File: src/rtl/chan_seq_pkg.sv
package chan_seq_pkg;
    typedef enum logic [1:0] {
        GRP_GLOBAL  = 2'd0,
        GRP_CTRL    = 2'd1,
        GRP_STRT_HI = 2'd2,
        GRP_STRT_LO = 2'd3
    } cfg_grp_e;

    localparam int TRIG_BITS = 12;
    localparam int CTRL_BITS = 30;
    localparam int HI_BITS   = 16;
endpackage

File: src/rtl/cts_rr_arb.sv
module cts_rr_arb #(
    parameter int N  = 6,
    parameter int CW = 3
) (
    input  logic [N-1:0]  elig,
    input  logic [CW-1:0] last_gnt,
    output logic          gnt_valid,
    output logic [CW-1:0] gnt_idx
);
    always_comb begin
        gnt_valid = 1'b0;
        gnt_idx   = '0;
        for (int k = 1; k <= N; k++) begin
            int idx;
            idx = int'(last_gnt) + k;
            if (idx >= N) idx = idx - N;
            if (!gnt_valid && elig[idx]) begin
                gnt_valid = 1'b1;
                gnt_idx   = CW'(idx);
            end
        end
    end
endmodule

File: src/rtl/cts_addr_mux.sv
module cts_addr_mux #(
    parameter int N  = 6,
    parameter int AW = 48
) (
    input  logic [N-1:0]        use_start,
    input  logic [N-1:0][15:0]  strt_hi,
    input  logic [N-1:0][31:0]  strt_lo,
    input  logic [N-1:0][AW-1:0] nxt,
    output logic [N-1:0][AW-1:0] cand
);
    for (genvar g = 0; g < N; g++) begin : g_ch
        logic [AW-1:0] start_a;
        assign start_a = (AW'(strt_hi[g]) << 16) + AW'(strt_lo[g]);
        assign cand[g] = use_start[g] ? start_a : nxt[g];
    end
endmodule

File: src/rtl/chan_trig_seq.sv
module chan_trig_seq
    import chan_seq_pkg::*;
#(
    parameter int NCH = 6,
    parameter int AW  = 48,
    localparam int CW = $clog2(NCH),
    localparam int SW = CW + 2
) (
    input  logic          clk,
    input  logic          rst_n,
    input  logic          cfg_we,
    input  logic [SW-1:0] cfg_waddr,
    input  logic [31:0]   cfg_wdata,
    input  logic [SW-1:0] cfg_raddr,
    output logic [31:0]   cfg_rdata,
    input  logic          single_mode,
    input  logic          frame_tick,
    output logic          fetch_req,
    output logic [CW-1:0] fetch_ch,
    output logic [AW-1:0] fetch_addr,
    input  logic          res_valid,
    input  logic          res_last,
    input  logic          res_frame_end,
    input  logic          res_err,
    input  logic [15:0]   res_next_hi,
    input  logic [31:0]   res_next_lo
);
    typedef struct packed {
        logic [TRIG_BITS-1:0]            glb;
        logic [NCH-1:0][CTRL_BITS-1:0]   ctrl;
        logic [NCH-1:0][HI_BITS-1:0]     shi;
        logic [NCH-1:0][31:0]            slo;
        logic [NCH-1:0][AW-1:0]          nxt;
        logic [NCH-1:0]                  fin;
        logic [NCH-1:0]                  park;
        logic                            busy;
        logic                            req;
        logic [CW-1:0]                   ch;
        logic [AW-1:0]                   addr;
        logic [CW-1:0]                   rr;
    } st_t;

    st_t st_q, st_d;

    logic [NCH-1:0]          elig;
    logic [NCH-1:0]          use_start;
    logic [NCH-1:0][AW-1:0]  cand;
    logic                    gnt_valid;
    logic [CW-1:0]           gnt_idx;

    for (genvar g = 0; g < NCH; g++) begin : g_elig
        assign elig[g] = st_q.glb[g] & st_q.ctrl[g][0] & ~st_q.ctrl[g][1] & ~st_q.park[g];
        assign use_start[g] = st_q.fin[g] | st_q.glb[NCH + g];
    end

    cts_rr_arb #(.N(NCH), .CW(CW)) arb_i (
        .elig      (elig),
        .last_gnt  (st_q.rr),
        .gnt_valid (gnt_valid),
        .gnt_idx   (gnt_idx)
    );

    cts_addr_mux #(.N(NCH), .AW(AW)) amux_i (
        .use_start (use_start),
        .strt_hi   (st_q.shi),
        .strt_lo   (st_q.slo),
        .nxt       (st_q.nxt),
        .cand      (cand)
    );

    logic [1:0]    wgrp;
    logic [CW-1:0] wch;
    logic [1:0]    rgrp;
    logic [CW-1:0] rch;
    assign wgrp = cfg_waddr[SW-1:CW];
    assign wch  = cfg_waddr[CW-1:0];
    assign rgrp = cfg_raddr[SW-1:CW];
    assign rch  = cfg_raddr[CW-1:0];

    always_comb begin
        logic done;
        st_d     = st_q;
        st_d.req = 1'b0;
        done     = res_last | res_frame_end | res_err;

        // descriptor outcome
        if (res_valid && st_q.busy) begin
            st_d.busy           = 1'b0;
            st_d.nxt[st_q.ch]   = {res_next_hi, res_next_lo};
            st_d.fin[st_q.ch]   = done;
            if (done || single_mode) st_d.park[st_q.ch] = 1'b1;
        end

        if (frame_tick) st_d.park = '0;

        // grant a new fetch
        if (!st_q.busy && gnt_valid) begin
            st_d.req               = 1'b1;
            st_d.busy              = 1'b1;
            st_d.ch                = gnt_idx;
            st_d.addr              = cand[gnt_idx];
            st_d.fin[gnt_idx]      = 1'b0;
            st_d.glb[NCH + gnt_idx] = 1'b0;
            st_d.rr                = gnt_idx;
        end

        // register writes (applied last so new bits survive a same-cycle consume)
        if (cfg_we) begin
            unique case (cfg_grp_e'(wgrp))
                GRP_GLOBAL: if (wch == '0) st_d.glb = st_d.glb | cfg_wdata[TRIG_BITS-1:0];
                GRP_CTRL: if (int'(wch) < NCH) begin
                    st_d.ctrl[wch] = cfg_wdata[CTRL_BITS-1:0];
                    st_d.glb[wch]  = 1'b0;
                end
                GRP_STRT_HI: if (int'(wch) < NCH) st_d.shi[wch] = cfg_wdata[HI_BITS-1:0];
                GRP_STRT_LO: if (int'(wch) < NCH) st_d.slo[wch] = cfg_wdata;
                default: ;
            endcase
        end
    end

    always_ff @(posedge clk or negedge rst_n) begin
        if (!rst_n) begin
            st_q     <= '0;
            st_q.fin <= '1;
        end else begin
            st_q <= st_d;
        end
    end

    always_comb begin
        cfg_rdata = '0;
        if (int'(rch) < NCH) begin
            unique case (cfg_grp_e'(rgrp))
                GRP_GLOBAL:  cfg_rdata = '0;
                GRP_CTRL:    cfg_rdata = {{(32-CTRL_BITS){1'b0}}, st_q.ctrl[rch]};
                GRP_STRT_HI: cfg_rdata = {{(32-HI_BITS){1'b0}}, st_q.shi[rch]};
                GRP_STRT_LO: cfg_rdata = st_q.slo[rch];
                default:     cfg_rdata = '0;
            endcase
        end
    end

    assign fetch_req  = st_q.req;
    assign fetch_ch   = st_q.ch;
    assign fetch_addr = st_q.addr;
endmodule

File: config.mk
export PLATFORM = sky130hd
export DESIGN_NAME = chan_trig_seq
export DESIGN_NICKNAME = d
export VERILOG_FILES = /design/src/rtl/chan_seq_pkg.sv /design/src/rtl/cts_rr_arb.sv /design/src/rtl/cts_addr_mux.sv /design/src/rtl/chan_trig_seq.sv
export SDC_FILE = /design/constraint.sdc
export NUM_CORES = 2
export LEC_CHECK = 0
export BUFFER_PORTS_ARGS = -buffer_cell sky130_fd_sc_hd__buf_2
export CAP_MARGIN = 10
export CORE_ASPECT_RATIO = 0.75
export CORE_UTILIZATION = 50
export CTS_BUF_LIST = sky130_fd_sc_hd__clkbuf_16
export DETAILED_ROUTE_END_ITERATION = 7
export PLACE_DENSITY_LB_ADDON = 0.3
export SLEW_MARGIN = 40
export SYNTH_ARGS = -nofsm -noshare
export SYNTH_HDL_FRONTEND = slang
export SYNTH_SLANG_ARGS = --single-unit
File: constraint.sdc
create_clock -name clk -period 4.2 [get_ports clk]
set_input_delay 0.21 -clock clk [delete_from_list [all_inputs] [get_ports clk]]
set_output_delay 0.21 -clock clk [all_outputs]
set_load 0.01 [all_outputs]
Yosys cells after proc, flatten, opt, wreduce, memory -nomap -nowiden
Index checks and enable logic that the tools add are counted.
{"block": "totals", "out_inout_bits": 84, "inputBits": 99, "word_cells": 243, "ff_bits": 833}
{"block": "op_classes", "addsub": 19, "n_mux": 88, "reduce_logical": 29, "bitwise_logic": 46, "eq_ne": 6, "order_cmp": 24}
{"op": "$mux 192", "n": 3}
{"op": "$mux 480", "n": 1}
{"op": "$mux 48", "n": 8}
{"op": "$bwmux 288", "n": 1}
{"op": "$mux 32", "n": 9}
{"op": "$add 32x32->33", "n": 6}
{"op": "$bwmux 192", "n": 1}
{"op": "$ge 32x4->1 const B", "n": 6}
{"op": "$lt 32x5->1 const B", "n": 6}
{"op": "$mux 96", "n": 2}
{"op": "$sub 32x4->32 const B", "n": 6}
{"op": "$bwmux 180", "n": 1}
{"op": "$mux 180", "n": 1}
{"op": "$bmux 48 s3", "n": 1}
{"op": "$demux 48 s3", "n": 1}
{"op": "$pmux 32 s4", "n": 1}
{"op": "$bmux 32 s3", "n": 1}
{"op": "$bwmux 96", "n": 1}
{"op": "$demux 32 s3", "n": 1}
{"op": "$bmux 30 s3", "n": 1}
{"op": "$demux 30 s3", "n": 1}
{"op": "$mux 30", "n": 2}
{"op": "$mux 56", "n": 1}
{"op": "$bmux 16 s3", "n": 1}
{"op": "42 further kinds", "n": 149}

Longest topological paths before layout
{"block": "logic_depth", "word_depth": 34, "ltp_mapped": 19, "depth_no_buf": 14}

Cells and area by module
A second synthesis with hierarchy kept.
{"block": "hier_totals", "cells_unflattened": 3792, "area_unflattened_um2": 46001.6}
{"mod": "chan_trig_seq", "seq_area_each_um2": 20852.5, "area_each_um2": 37591.1, "cells_per_inst": 2690, "n_inst": 1}
{"mod": "cts_addr_mux", "seq_area_each_um2": 0.0, "area_each_um2": 7339.5, "cells_per_inst": 961, "n_inst": 1}
{"mod": "cts_rr_arb", "seq_area_each_um2": 0.0, "area_each_um2": 1071.0, "cells_per_inst": 141, "n_inst": 1}

Worst setup path after synthesis
No wires, ideal clock.
{"block": "synth_path", "path_type": "register to register", "from": "register st_q[1] (netlist name)", "to": "register st_q (netlist bit fetch_addr[31])", "path_buffers": 3, "required_ps": 4076, "setup_time_ps": 124, "setup_slack_ps": 165, "period_less_slack_ps": 4035, "path_stages_with_launch": 18, "arrival_ps": 3911, "path_cell_list": "dfrtp_1 -> clkbuf_1 -> inv_1 -> ha_1 -> buf_2 -> inv_2 -> ha_1 -> inv_1 -> o31a_1 -> or3b_1 -> a21oi_1 -> nor2_1 -> a311o_1 -> and2_1 -> buf_6 -> or4_1 -> o2111a_1 -> a211o_1"}
{"block": "synth_via", "elab_chain_cells": 24, "elab_cells_between_ends": 67, "classes_between": "12 x add/sub; 6 x order compare; 38 x mux; 11 x reduce/logical"}
{"element": "start: declaration", "line": "chan_trig_seq.sv:43", "rtl": "st_t st_q, st_d;"}
{"element": "start signal: assignment", "line": "chan_trig_seq.sv:127", "rtl": "st_q <= st_d;"}
{"element": "$add 3x1->4", "line": "cts_rr_arb.sv:15", "rtl": "idx = int'(last_gnt) + k;"}
{"element": "$sub 32x4->32 or $ge 32x4->1 (tied branches)", "line": "cts_rr_arb.sv:16", "rtl": "if (idx >= N) idx = idx - N;"}
{"element": "$mux 32", "line": "cts_rr_arb.sv:16"}
{"element": "$bmux 1 s3", "line": "cts_rr_arb.sv:17", "rtl": "if (!gnt_valid && elig[idx]) begin"}
{"element": "$mux 1 (not written as such) (2 in a row)", "line": "cts_rr_arb.sv:17"}
{"element": "$mux 1", "line": "cts_rr_arb.sv:17"}
{"element": "$logic_not 1->1", "line": "cts_rr_arb.sv:17"}
{"element": "$logic_and 1x1->1", "line": "cts_rr_arb.sv:17"}
{"element": "[... 7 more ...]"}
{"element": "$logic_not 1->1", "line": "cts_rr_arb.sv:17"}
{"element": "$logic_and 1x1->1", "line": "cts_rr_arb.sv:17"}
{"element": "$mux 1", "line": "cts_rr_arb.sv:17"}
{"element": "$logic_not 1->1", "line": "cts_rr_arb.sv:17"}
{"element": "$logic_and 1x1->1", "line": "cts_rr_arb.sv:17"}
{"element": "$mux 3", "line": "cts_rr_arb.sv:17"}
{"element": "$bmux 48 s3", "line": "chan_trig_seq.sv:101", "rtl": "st_d.addr = cand[gnt_idx];"}
{"element": "$mux 48 (not written as such)", "line": "chan_trig_seq.sv:101"}
Parallel ways exist; a longest one is shown, timed or not. The select of a mux whose other input is x is not followed.
A chain may end at the register's enable or synchronous reset.

Worst setup path in the final report
{"block": "layout_path", "from": "register st_q[1] (netlist name)", "to": "register st_q (netlist bit fetch_addr[30])"}
The elaborated chain is that of the path after synthesis.

==> impl_results.md <==
* Routability cong. at approximately 0.98
* R2R cell count at 13
* Bufs on Longest Clock Path at 3
* Endpoint class of the critical path: register
* Die area at 91150 sq um
* Final setup margin at 0.2627 ns
* #FFs+latches synth at 833
* Setup violations, final at 0
* Max-Cap Viols at 0
* Die Ht at 261.7 um
* Worst reg2reg path endpoint: fetch_addr[30]
* GR Overflow Total at 0
* GRT met1 Usage at 48.80%
* Multi-input gate area at 22540 sq um
* Avg Cell Area, Syn at 11.49 sq um
* Wirelength per Cell at around 29 um
* Dpl cell area at 47420 sq um
* Critical path arrival at about 4.5 ns
* Final Cycle Share at a little over nine tenths
* CTS H-Tree Depth at 3
* CP startpoint kind: register
* Synth area leaders: dfrtp_1, mux2_2, mux4_2
* Layout cell share with drive strength beyond 1 at 32.72%
* Starting density of the core at ~50%
* Sequential area share after synthesis at 46.37%
* Initial antenna violation count at 7
* Worst hold path startpoint: cfg_waddr[0]
* Worst-path clk slew at 0.06 ns
* Via/cell ratio at ~6.4
* Max-slew headroom at 37.75%
* M2 GR Usage at 46.96%
* DR iter-0 viols at approximately 3600
* Register area at ~21000 sq um
* Hold Path Class: in -> reg
* Worst clock skew at around 0.036 ns
* Main synth FF type: dfrtp_1
* Max-slew violation count at 0
* First-pass GRT wire length at 224000 um
* Hold-critical path depth at 3
* CTS Buf Count at 85
* Pre-CTS setup slack at 0.2136 ns
* WP data required at 4.73 ns
* Core Area at 88330 sq um
* Setup bufs post-CTS at 0
* Pin count of the biggest net entering global routing at 102
* Yosys warns at 0
* Reg2reg setup slack at 0.26 ns
* Max Fclk at 254.0 MHz
* Rows at 94
* DRC viols at 0
* Inst Count DP at 5083
* Antenna Nets Post-Route at 0
* CTS Root Cell: clkbuf_16
* Ys async rst share at 100.0%
* Fill cell count at 7460
* WL final at 153300 um
* Count of different cell masters after synthesis at 87
* Total GRT Usage at 33.43%
* Final Instance Area at 50890 sq um
* Via count at 34040
* CTS sink count at 833
* Worst-Margin Slew at slightly above 0.9 ns
* Crit Path Class: reg -> reg
* CTS tree: built
* Insertion delay to the later sink of the worst-skew pair at 0.67 ns
* IO Pins at 183
* Die Width at 348.3 um
* Outcome: finished clean
* Mapped Cells at 3915
* Vias in the first global route at 32800
* Yosys top cell by area: dfrtp_1
* Area grow syn2layout at 13.16%
* I/O Buffers at 182
* Hold Vio Cnt, Final at 0
* CP Max Fanout at 73
* Met3 Usage GRT at 10.79%
* Top cell type's share of synthesized area at 46.02%
* VDD IR max at 0.5236 mV
* Final Non-Filler Cells at 5313
* Gr busiest metal: met1
* First-pass iteration count of the detailed router at 6
* Worst Hold End: st_q[828]
* Mapped Nets at a little over 4000
* EDFF count, synth at 0
* RR Startpoint: st_q[1]
* Synthesized area at 44970 sq um
* Final #Nets at 4255
* Fin crit period at 3.937 ns
* RSZ-0062 raised after global routing: no
* Leak pwr at 23.38 nW
* PD cells at 703.5 nW/um^2
* Post-DP HPWL at between 100000 and 150000 um
* Setup TNS at 0 ns
* Total power at ~0.036 W
[layout by cell type (no fill, tap or decap), types with 21 or more instances in the layout]
cell type      Yosys  routed
nor2b_1           36      36
mux2i_1          153     153
mux2_2           753     753
inv_1             65      79
nand2_1          350     341
a32oi_1           25      25
o21ai_0          138     138
a21oi_1          132     131
a31oi_1           68      68
xor2_1            34      34
a22oi_1           32      32
o21a_1            30      30
a21o_1            39      39
a211oi_1          39      39
ha_1             110     109
nor2_1           186     173
and2_1            22      21
buf_12             0      27
clkbuf_16          0      87
buf_2             32     178
o211ai_1          53      53
dfrtp_1          827     826
mux4_2            92      92
nand3_1          131     129
dlygate4sd3_1      0      70
xnor2_1           33      33
buf_4             53      89
[cells in the mapped netlist, types with 5 or more instances]
cell type	n
inv_1	65
xor2_1	34
and2_1	22
a211oi_1	39
nor2b_1	36
a21oi_1	132
nor3b_1	8
o31a_1	5
buf_4	53
nand3b_1	6
mux2_2	753
a21o_1	39
o2111ai_1	7
clkbuf_1	174
ha_1	110
o311ai_0	9
o21a_1	30
buf_2	32
dfstp_2	6
nor2_1	186
mux2i_1	153
xnor2_1	33
and3_1	5
nand3_1	131
o211ai_1	53
fa_1	6
o31ai_1	5
o21ai_0	138
or2_2	10
nand2_1	350
a31oi_1	68
nor3_1	21
dfrtp_1	827
buf_1	76
a22oi_1	32
nand2b_1	14
a22o_1	9
mux4_2	92
a32oi_1	25
o21bai_1	10
o22ai_1	18
nand4_1	6
[layer usage]
layer  vias to the layer above  wire length (um)
met1                     17480             66360
met2                      1789             63510
met3                       281             18360
li1                      14490                 -
met4                         6              4993
met5                         -                42
[where the power goes]
group | switching (W) | total (W) | internal [W] | leakage, nW
clock network | 0.00341 | 0.00763 | 0.00421 | 1.40
logic | 0.00943 | 0.0159 | 0.00648 | 11.4
registers | 0.00182 | 0.0123 | 0.0104 | 10.6
[critical path, cell delays in order (launching register included)]
cell and delay [ns]:
dfrtp_1 0.44, inv_1 0.09, buf_4 0.19, ha_1 0.54, mux2i_1 0.25, o221ai_1 0.14, a21oi_2 0.30, nor4b_4 0.34
nand3_1 0.27, o21bai_4 0.41, inv_2 0.08, buf_12 0.20, o2111ai_1 0.28, nand4_1 0.11
[worst max path at each step]
stage	startpoint	end	cells after the start
5_1_grt	st_q[1]	fetch_addr[30]	13
3_5_place_dp	st_q[1]	fetch_addr[43]	13
2_1_floorplan	st_q[1]	fetch_addr[31]	17
3_3_place_gp	st_q[1]	fetch_addr[0]	14
6_report	st_q[1]	fetch_addr[30]	13
4_1_cts	st_q[1]	fetch_addr[43]	13
[sequential cells by signal, indices dropped and copies added (netlist names)]
register,cells
fetch_req,1
st_q,784
fetch_addr,48
[through the flow]
stage	util (%)	hold slack, ns
6_report	57.61	0.02803
5_1_grt	57.60	0.04036
4_1_cts	57.58	0.004283
3_5_place_dp	53.69	0.2024
3_3_place_gp	53.53	0.3806
2_1_floorplan	-	-0.08559
[logic make-up after synthesis]
logic type / Yosys count / share of synthesized area, %
adder cells (fa/ha/maj): 116 / 3.328
multiplexers: 998 / 26.87
XOR/XNOR: 68 / 1.341
AND/OR/NAND/NOR: 829 / 8.417
AO/OA/AOI/OAI: 666 / 9.742
flip-flops: 833 / 46.37
buffers and inverters: 405 / 3.929
[layout make-up]
type	count	share of cell area (%)
diodes	6	0.02951
clock buffers	87	4.278
clock inverters	67	1.097
inverters	69	0.5090
multi-input cells	2677	44.30
flip-flops and latches	833	40.98
well taps	1200	2.951
repair buffers	374	5.857
[timing repair]
| action | in CTS | in global routing |
|---|---|---|
| setup endpoints to repair | 0 | 39 |
| hold endpoints to repair | 634 | 0 |
| gates resized for setup | 0 | 3 |
| hold buffers | 70 | 0 |
(Power assumes the default switching activity.)
